### src/rtl/irq_vec_pkg.sv
package irq_vec_pkg;
  typedef enum logic [1:0] {
    CAUSE_EXC  = 2'd0,
    CAUSE_NMI  = 2'd1,
    CAUSE_TRAP = 2'd2,
    CAUSE_MASK = 2'd3
  } cause_e;

  localparam int unsigned N_CAUSE = 4;

  typedef struct packed {
    logic rf;
    logic tf;
    logic ie;
  } flags_t;
endpackage

### src/rtl/irq_nmi_edge.sv
module irq_nmi_edge (
  input  logic clk_i,
  input  logic rst_ni,
  input  logic nmi_i,
  input  logic take_i,
  output logic active_o
);
  logic prev_q, pend_q, rise;

  assign rise     = nmi_i & ~prev_q;
  assign active_o = pend_q | rise;

  always_ff @(posedge clk_i or negedge rst_ni) begin
    if (!rst_ni) begin
      prev_q <= 1'b0;
      pend_q <= 1'b0;
    end else begin
      prev_q <= nmi_i;
      pend_q <= active_o & ~take_i;
    end
  end
endmodule

### src/rtl/irq_arbiter.sv
module irq_arbiter #(
  parameter int unsigned N_SRC = 4,
  parameter int unsigned VEC_W = 8,
  localparam int unsigned IDX_W = (N_SRC > 1) ? $clog2(N_SRC) : 1
) (
  input  logic [N_SRC-1:0]            req_i,
  input  logic [N_SRC-1:0][VEC_W-1:0] vec_i,
  output logic                        valid_o,
  output logic [IDX_W-1:0]            idx_o,
  output logic [VEC_W-1:0]            vec_o
);
  // index 0 is the highest priority
  always_comb begin
    valid_o = 1'b0;
    idx_o   = '0;
    vec_o   = '0;
    for (int i = N_SRC - 1; i >= 0; i--) begin
      if (req_i[i]) begin
        valid_o = 1'b1;
        idx_o   = IDX_W'(i);
        vec_o   = vec_i[i];
      end
    end
  end
endmodule

### src/rtl/irq_flag_next.sv
module irq_flag_next
  import irq_vec_pkg::*;
(
  input  logic   retire_i,
  input  logic   accept_i,
  input  flags_t cur_i,
  output flags_t nxt_o,
  output logic   we_o
);
  always_comb begin
    nxt_o    = cur_i;
    nxt_o.rf = 1'b0;
    if (accept_i) begin
      nxt_o.ie = 1'b0;
      nxt_o.tf = 1'b0;
    end
    we_o = retire_i & (accept_i | cur_i.rf);
  end
endmodule

### src/rtl/irq_vector_unit.sv
module irq_vector_unit
  import irq_vec_pkg::*;
#(
  parameter int unsigned VEC_W    = 8,
  parameter int unsigned TRAP_VEC = 1,
  parameter int unsigned NMI_VEC  = 2,
  localparam int unsigned ENTRY_BYTES = 4,
  localparam int unsigned ADDR_W = VEC_W + $clog2(ENTRY_BYTES)
) (
  input  logic              clk_i,
  input  logic              rst_ni,
  input  logic              retire_i,
  input  logic              intr_i,
  input  logic [VEC_W-1:0]  intr_vec_i,
  input  logic              nmi_i,
  input  logic              exc_req_i,
  input  logic [VEC_W-1:0]  exc_vec_i,
  input  logic              ie_i,
  input  logic              tf_i,
  input  logic              rf_i,
  output logic              accept_o,
  output logic              push_o,
  output logic [1:0]        cause_o,
  output logic [VEC_W-1:0]  vector_o,
  output logic [ADDR_W-1:0] vec_addr_o,
  output logic              flag_we_o,
  output logic [2:0]        flags_o
);
  localparam int unsigned SHIFT = $clog2(ENTRY_BYTES);

  logic                          nmi_active;
  logic [N_CAUSE-1:0]            req;
  logic [N_CAUSE-1:0][VEC_W-1:0] vecs;
  logic                          win;
  logic [1:0]                    win_idx;
  logic [VEC_W-1:0]              win_vec;
  logic                          take;
  flags_t                        cur_flags, nxt_flags;
  logic                          nxt_we;

  assign take = retire_i & win;

  irq_nmi_edge i_nmi (
    .clk_i   (clk_i),
    .rst_ni  (rst_ni),
    .nmi_i   (nmi_i),
    .take_i  (take && (win_idx == CAUSE_NMI)),
    .active_o(nmi_active)
  );

  always_comb begin
    req                = '0;
    req[CAUSE_EXC]     = exc_req_i;
    req[CAUSE_NMI]     = nmi_active;
    req[CAUSE_TRAP]    = tf_i & ~rf_i;
    req[CAUSE_MASK]    = intr_i & ie_i;
    vecs               = '0;
    vecs[CAUSE_EXC]    = exc_vec_i;
    vecs[CAUSE_NMI]    = VEC_W'(NMI_VEC);
    vecs[CAUSE_TRAP]   = VEC_W'(TRAP_VEC);
    vecs[CAUSE_MASK]   = intr_vec_i;
  end

  irq_arbiter #(.N_SRC(N_CAUSE), .VEC_W(VEC_W)) i_arb (
    .req_i  (req),
    .vec_i  (vecs),
    .valid_o(win),
    .idx_o  (win_idx),
    .vec_o  (win_vec)
  );

  assign cur_flags = '{rf: rf_i, tf: tf_i, ie: ie_i};

  irq_flag_next i_flags (
    .retire_i(retire_i),
    .accept_i(take),
    .cur_i   (cur_flags),
    .nxt_o   (nxt_flags),
    .we_o    (nxt_we)
  );

  always_ff @(posedge clk_i or negedge rst_ni) begin
    if (!rst_ni) begin
      accept_o   <= 1'b0;
      push_o     <= 1'b0;
      cause_o    <= '0;
      vector_o   <= '0;
      vec_addr_o <= '0;
      flag_we_o  <= 1'b0;
      flags_o    <= '0;
    end else begin
      accept_o  <= take;
      push_o    <= take;
      flag_we_o <= nxt_we;
      if (take) begin
        cause_o    <= win_idx;
        vector_o   <= win_vec;
        vec_addr_o <= {win_vec, {SHIFT{1'b0}}};
      end
      if (nxt_we) flags_o <= nxt_flags;
    end
  end
endmodule

### config.mk
export PLATFORM = sky130hd
export DESIGN_NAME = irq_vector_unit
export DESIGN_NICKNAME = d
export VERILOG_FILES = /design/src/rtl/irq_vec_pkg.sv /design/src/rtl/irq_nmi_edge.sv /design/src/rtl/irq_arbiter.sv /design/src/rtl/irq_flag_next.sv /design/src/rtl/irq_vector_unit.sv
export SDC_FILE = /design/constraint.sdc
export NUM_CORES = 1
export LEC_CHECK = 0
export BUFFER_PORTS_ARGS = -buffer_cell sky130_fd_sc_hd__clkbuf_2
export CAP_MARGIN = 20
export CORE_ASPECT_RATIO = 0.9
export CORE_UTILIZATION = 45
export CTS_CLUSTER_SIZE = 25
export DETAILED_ROUTE_END_ITERATION = 8
export PLACE_DENSITY = 0.82
export SYNTH_ARGS = -nofsm -noshare
export SYNTH_HDL_FRONTEND = slang
export SYNTH_HIERARCHICAL = 1
export SYNTH_SLANG_ARGS = --single-unit
export TNS_END_PERCENT = 1
### constraint.sdc
create_clock -name clk_i -period 2.2 [get_ports clk_i]
set_clock_uncertainty 0.05 [all_clocks]
set_input_delay 0.44 -clock clk_i [delete_from_list [all_inputs] [get_ports clk_i]]
set_output_delay 0.44 -clock clk_i [all_outputs]
set_load 0.05 [all_outputs]
Word level (Yosys, flattened, before mapping)
Cells that the tools add are included.

Reductions and logical operators: 1. Eq/ne operators: 1. Bitwise operators: 11. Multiplexer cells: 13.

Operator list (number): $mux 8 (4); $mux 2 (5); $and 1x1->1 (6); $mux 1 (4); $not 1->1 (3); $eq 2x1->1 const B (1); $or 1x1->1 (2); $logic_and 1x1->1 (1).

Output and inout port bits: 26. Register bits: 16. Bits of input ports: 25.

Depth between registers and ports, before layout
Word-level depth: 9. Mapped depth: 9. Depth with buffers taken out: 8.

Hierarchy
Netlist, hierarchy kept.

By module, submodules not included: irq_vector_unit (cells an instance 47, sequential area each 375.4 um^2, times used 1, area each 683.2 um^2); irq_arbiter (cells an instance 37, sequential area each 0.0 um^2, times used 1, area each 231.5 um^2); irq_nmi_edge (cells an instance 6, sequential area each 50.0 um^2, times used 1, area each 80.1 um^2); irq_flag_next (cells an instance 5, sequential area each 0.0 um^2, times used 1, area each 31.3 um^2).

Worst setup path after synthesis
Ideal clock, no wire load.

Kind: input-to-reg. Start: input nmi_i. End: register flags_o[0]. Library setup time: 0.125 ns. Path slack: 0.284 ns. Stages on the path: 9. Arrival: 1.741 ns. Cell sequence: nand2b_4 nand2_1 nor2_2 nand2_1 nand2_2 buf_6 inv_1 o21a_1 mux2_2.

Longest elaborated chain between the ends: 7.

Ends and longest elaborated chain: start, declared (line irq_vector_unit.sv:15) `input logic nmi_i,`; $and 1x1->1 (line irq_nmi_edge.sv:10) `assign rise = nmi_i & ~prev_q;`; $or 1x1->1 (line irq_nmi_edge.sv:11) `assign active_o = pend_q | rise;`; net nmi_active (line irq_vector_unit.sv:31) `logic nmi_active;`; $mux 1 (2 in series) (line irq_arbiter.sv:18) `if (req_i[i]) begin`; net win (line irq_vector_unit.sv:34) `logic win;`; $and 1x1->1 (line irq_vector_unit.sv:41) `assign take = retire_i & win;`; net take (line irq_vector_unit.sv:37) `logic take;`; $or 1x1->1 (line irq_flag_next.sv:17) `we_o = retire_i & (accept_i | cur_i.rf);`; $and 1x1->1 (line irq_flag_next.sv:17); net nxt_we (line irq_vector_unit.sv:39) `logic nxt_we;`; end signal, assigned (line irq_vector_unit.sv:100) `if (nxt_we) flags_o <= nxt_flags;`; end, declared (line irq_vector_unit.sv:27) `output logic [2:0] flags_o`.

The timed path passes the listed nets, and every way through them passes these cells. A chain may end at the register's enable or synchronous reset.

==> run_results.csv <==
group,metric,value,unit
yosys,synth_area_leaders,"dfrtp_1 (41%), mux2_4 (12%), buf_4 (8.8%)",
grt,grt_max_degree,18,
floorplan,die_y,47.3,um
route,wire_per_inst,11.2,um
finish,area_delta_synth_final,26.1,%
grt,grt_pass1_vias,750,
sta,hold_viol,0,
grt,grt_use_total,18.0,%
finish,diodes,0,
yosys,seq_area_frac_synth,41.5,%
route,routed_wl,2.00,mm
sta,min_period,1.76,ns
yosys,synth_area,1030,um^2
placed_design,hpwl,1.55,mm
floorplan,io_pins,51,
placed_design,dp_cells,174,
clock_network,insertion_delay,0.29,ns
placed_design,detailedPlace.worstSlack,0.314,ns
yosys,synth_top_area_share,41.5,%
yosys,syn_inst,95,
placed_design,place_congestion,0.731,
worst_setup_path,cp.buffers_inverters,1,
clock_network,cts_buffers,3,
worst_setup_path,crit_family,"simple AND/OR/NAND/NOR gates",
floorplan,die_x,52.3,um
route,vias,845,
route,via_per_inst,4.75,
clock_network,clock_sinks,17,
worst_setup_path,worstPathArrival,1.88,ns
route,first_pass_iters,4,
finish,nets,177,
sta,post-route-period-util,80.0,%
power,p_per_area,894,nW/um^2
worst_setup_path,max_stage_delay,0.38,ns
clock_network,cts-root-buf,"clkbuf_4",
worst_setup_path,crit_required,2.32,ns
clock_network,postCtsSetupRepairBufs,0,
power,leakage,0.687,nW
grt,antenna_found_initial,0,
worst_setup_path,path_cells,"nand2b_4 -> nand2_1 -> nor2_2 -> nand2_1 -> nand2_2 -> inv_1 -> o21a_1 -> mux2_2",
clock_network,cts_tree,"yes",
clock_network,cts.path.max_buffers,2,
floorplan,core-area,2160,um^2
route,postRouteAntennaNets,0,
grt,grt_overflow_total,0,
run,maxCapViolCount,0,
worst_hold_path,min_path_type,"input pin to asynchronous set/reset pin",
floorplan,num_rows,16,
worst_setup_path,worst_path_most_repeated_cell,"nand2_1",
status,status,"finished clean",
clock_network,cts_hold_buf,0,
finish,drive_above_1_share,49.0,%
yosys,yosys_warnings,6,
clock_network,post_cts_resize_count,0,
grt,grt_pass1_wl,3.26,mm
finish,final_cells,178,
clock_network,cts.clk_slew.worst_paths,0.10,ns
worst_setup_path,path_max_fanout,6,
worst_setup_path,crit_path_end_kind,"register",
yosys,postSynthAreaPerCell,10.8,um^2
floorplan,initial_utilization,47.5,%
sta,fmax,0.568,GHz
route,drc,0,
sta,setup_tns,0,ns
sta,worst_slack,0.440,ns
yosys,ys_seq_elements,17,
route,dr.first_iter.drc_count,8,
power,ir_worst_vdd,0.000527,V
worst_setup_path,r2r_setup_slack,0.44,ns
worst_setup_path,critPathKind,"register to register",
worst_setup_path,critPathLaunchType,"register",
yosys,ys_types,26,
sta,setup_viol,0,
yosys,yosys.area.top_type,"dfrtp_1",
worst_setup_path,slowest_stage,"dfrtp_1",
sta,rsz0062_at_grt,"no",
clock_network,htree_levels,1,
placed_design,io_buffers,48,
floorplan,dieArea,2480,um^2
sta,final-max-slew-violation-count,0,
-- metrics by stage --
step	power, mW	hold slack [ns]	util [%]	area (um^2)
after floorplan	0.920	0.0944	-	1090
after detailed placement	1.00	0.347	58.6	1270
final	1.16	0.0160	59.8	1290
after CTS	1.17	0.0266	59.8	1290
after global routing	1.22	0.0325	59.8	1290
after global placement	0.995	0.338	58.6	1270
-- cell usage after synthesis --
| cell | instances |
|---|---|
| a21oi_1 | 7 |
| a21oi_2 | 1 |
| a22oi_1 | 7 |
| a31oi_2 | 1 |
| and2_1 | 1 |
| buf_2 | 2 |
| buf_4 | 12 |
| buf_6 | 2 |
| conb_1 | 3 |
| dfrtp_1 | 17 |
| inv_1 | 3 |
| mux2_2 | 5 |
| mux2_4 | 8 |
| nand2_1 | 3 |
| nand2_2 | 1 |
| nand2b_1 | 1 |
| nand2b_4 | 1 |
| nand3b_1 | 1 |
| nor2_1 | 3 |
| nor2_2 | 1 |
| nor2b_1 | 4 |
| nor3_1 | 1 |
| nor3b_1 | 1 |
| o21a_1 | 1 |
| o22ai_1 | 7 |
| o22ai_2 | 1 |
-- where the power goes --
group | switching [mW] | total (mW) | internal, mW
clock network | 0.0940 | 0.164 | 0.0704
registers | 0.0348 | 0.401 | 0.366
logic | 0.426 | 0.591 | 0.165
total | 0.555 | 1.16 | 0.602
-- worst paths after layout --
kind                              startpoint           end  cells after the start
worst min register to register    flags_o[2]    flags_o[2]                      1
worst max-delay path            i_nmi/prev_q    flags_o[2]                      8
worst min-delay path                  rst_ni   vector_o[2]                      1
worst max register to register  i_nmi/prev_q    flags_o[2]                      8
min in group clk_i                     nmi_i  i_nmi/prev_q                      1
max in group asynchronous             rst_ni    flags_o[0]                      1
-- kinds of logic (layout without fill, tap and decap cells) --
| family | Yosys count | in the layout | share of synthesized area (%) |
|---|---|---|---|
| AOI/OAI and AO/OA | 25 | 25 | 16.8 |
| buffers and inverters | 19 | 59 | 13.0 |
| other | 3 | 19 | 1.10 |
| DFF | 17 | 17 | 41.5 |
| and+or+nand+nor | 18 | 18 | 10.4 |
| muxes | 13 | 13 | 17.2 |
-- metal layers --
layer  share of wire [%]  GRT usage, %  vias to the layer above
met1                  47          24.7                      392
met5                   0             0                        -
met2                  46          29.6                       35
li1                    -             -                      416
met3                 6.9          2.27                        2
met4                0.25          6.32                        0
-- worst reg2reg max path: stages, from the launching register on --
cell	delay, ns
dfrtp_1	0.38
nand2b_4	0.14
nand2_1	0.13
nor2_2	0.05
nand2_1	0.06
nand2_2	0.12
inv_1	0.14
o21a_1	0.21
mux2_2	0.35
-- layout make-up --
| cell class | count | area (um^2) |
|---|---|---|
| clock buffer | 4 | 26.3 |
| fill | 209 | 868 |
| inverter | 3 | 11.3 |
| multi-input combinational | 75 | 527 |
| sequential | 17 | 425 |
| tap | 27 | 33.8 |
| timing repair buffer | 52 | 270 |
-- placed cells by master, fill, tap and decap left out, types with 3 or more instances in the layout --
cell type	instances
a21oi_1	7
a22oi_1	7
buf_4	4
clkbuf_2	48
clkbuf_4	3
conb_1	19
dfrtp_1	17
inv_1	3
mux2_2	5
mux2_4	8
nand2_1	3
nor2_1	3
nor2b_1	4
o22ai_1	7
-- flip-flops by register name (all words and copies together) (netlist names) --
name,flops
i_nmi/prev_q,1
flag_we_o,1
vector_o,8
flags_o,3
push_o,1
cause_o,2
i_nmi/pend_q,1
Note: power is estimated with default switching activity, not from simulation.
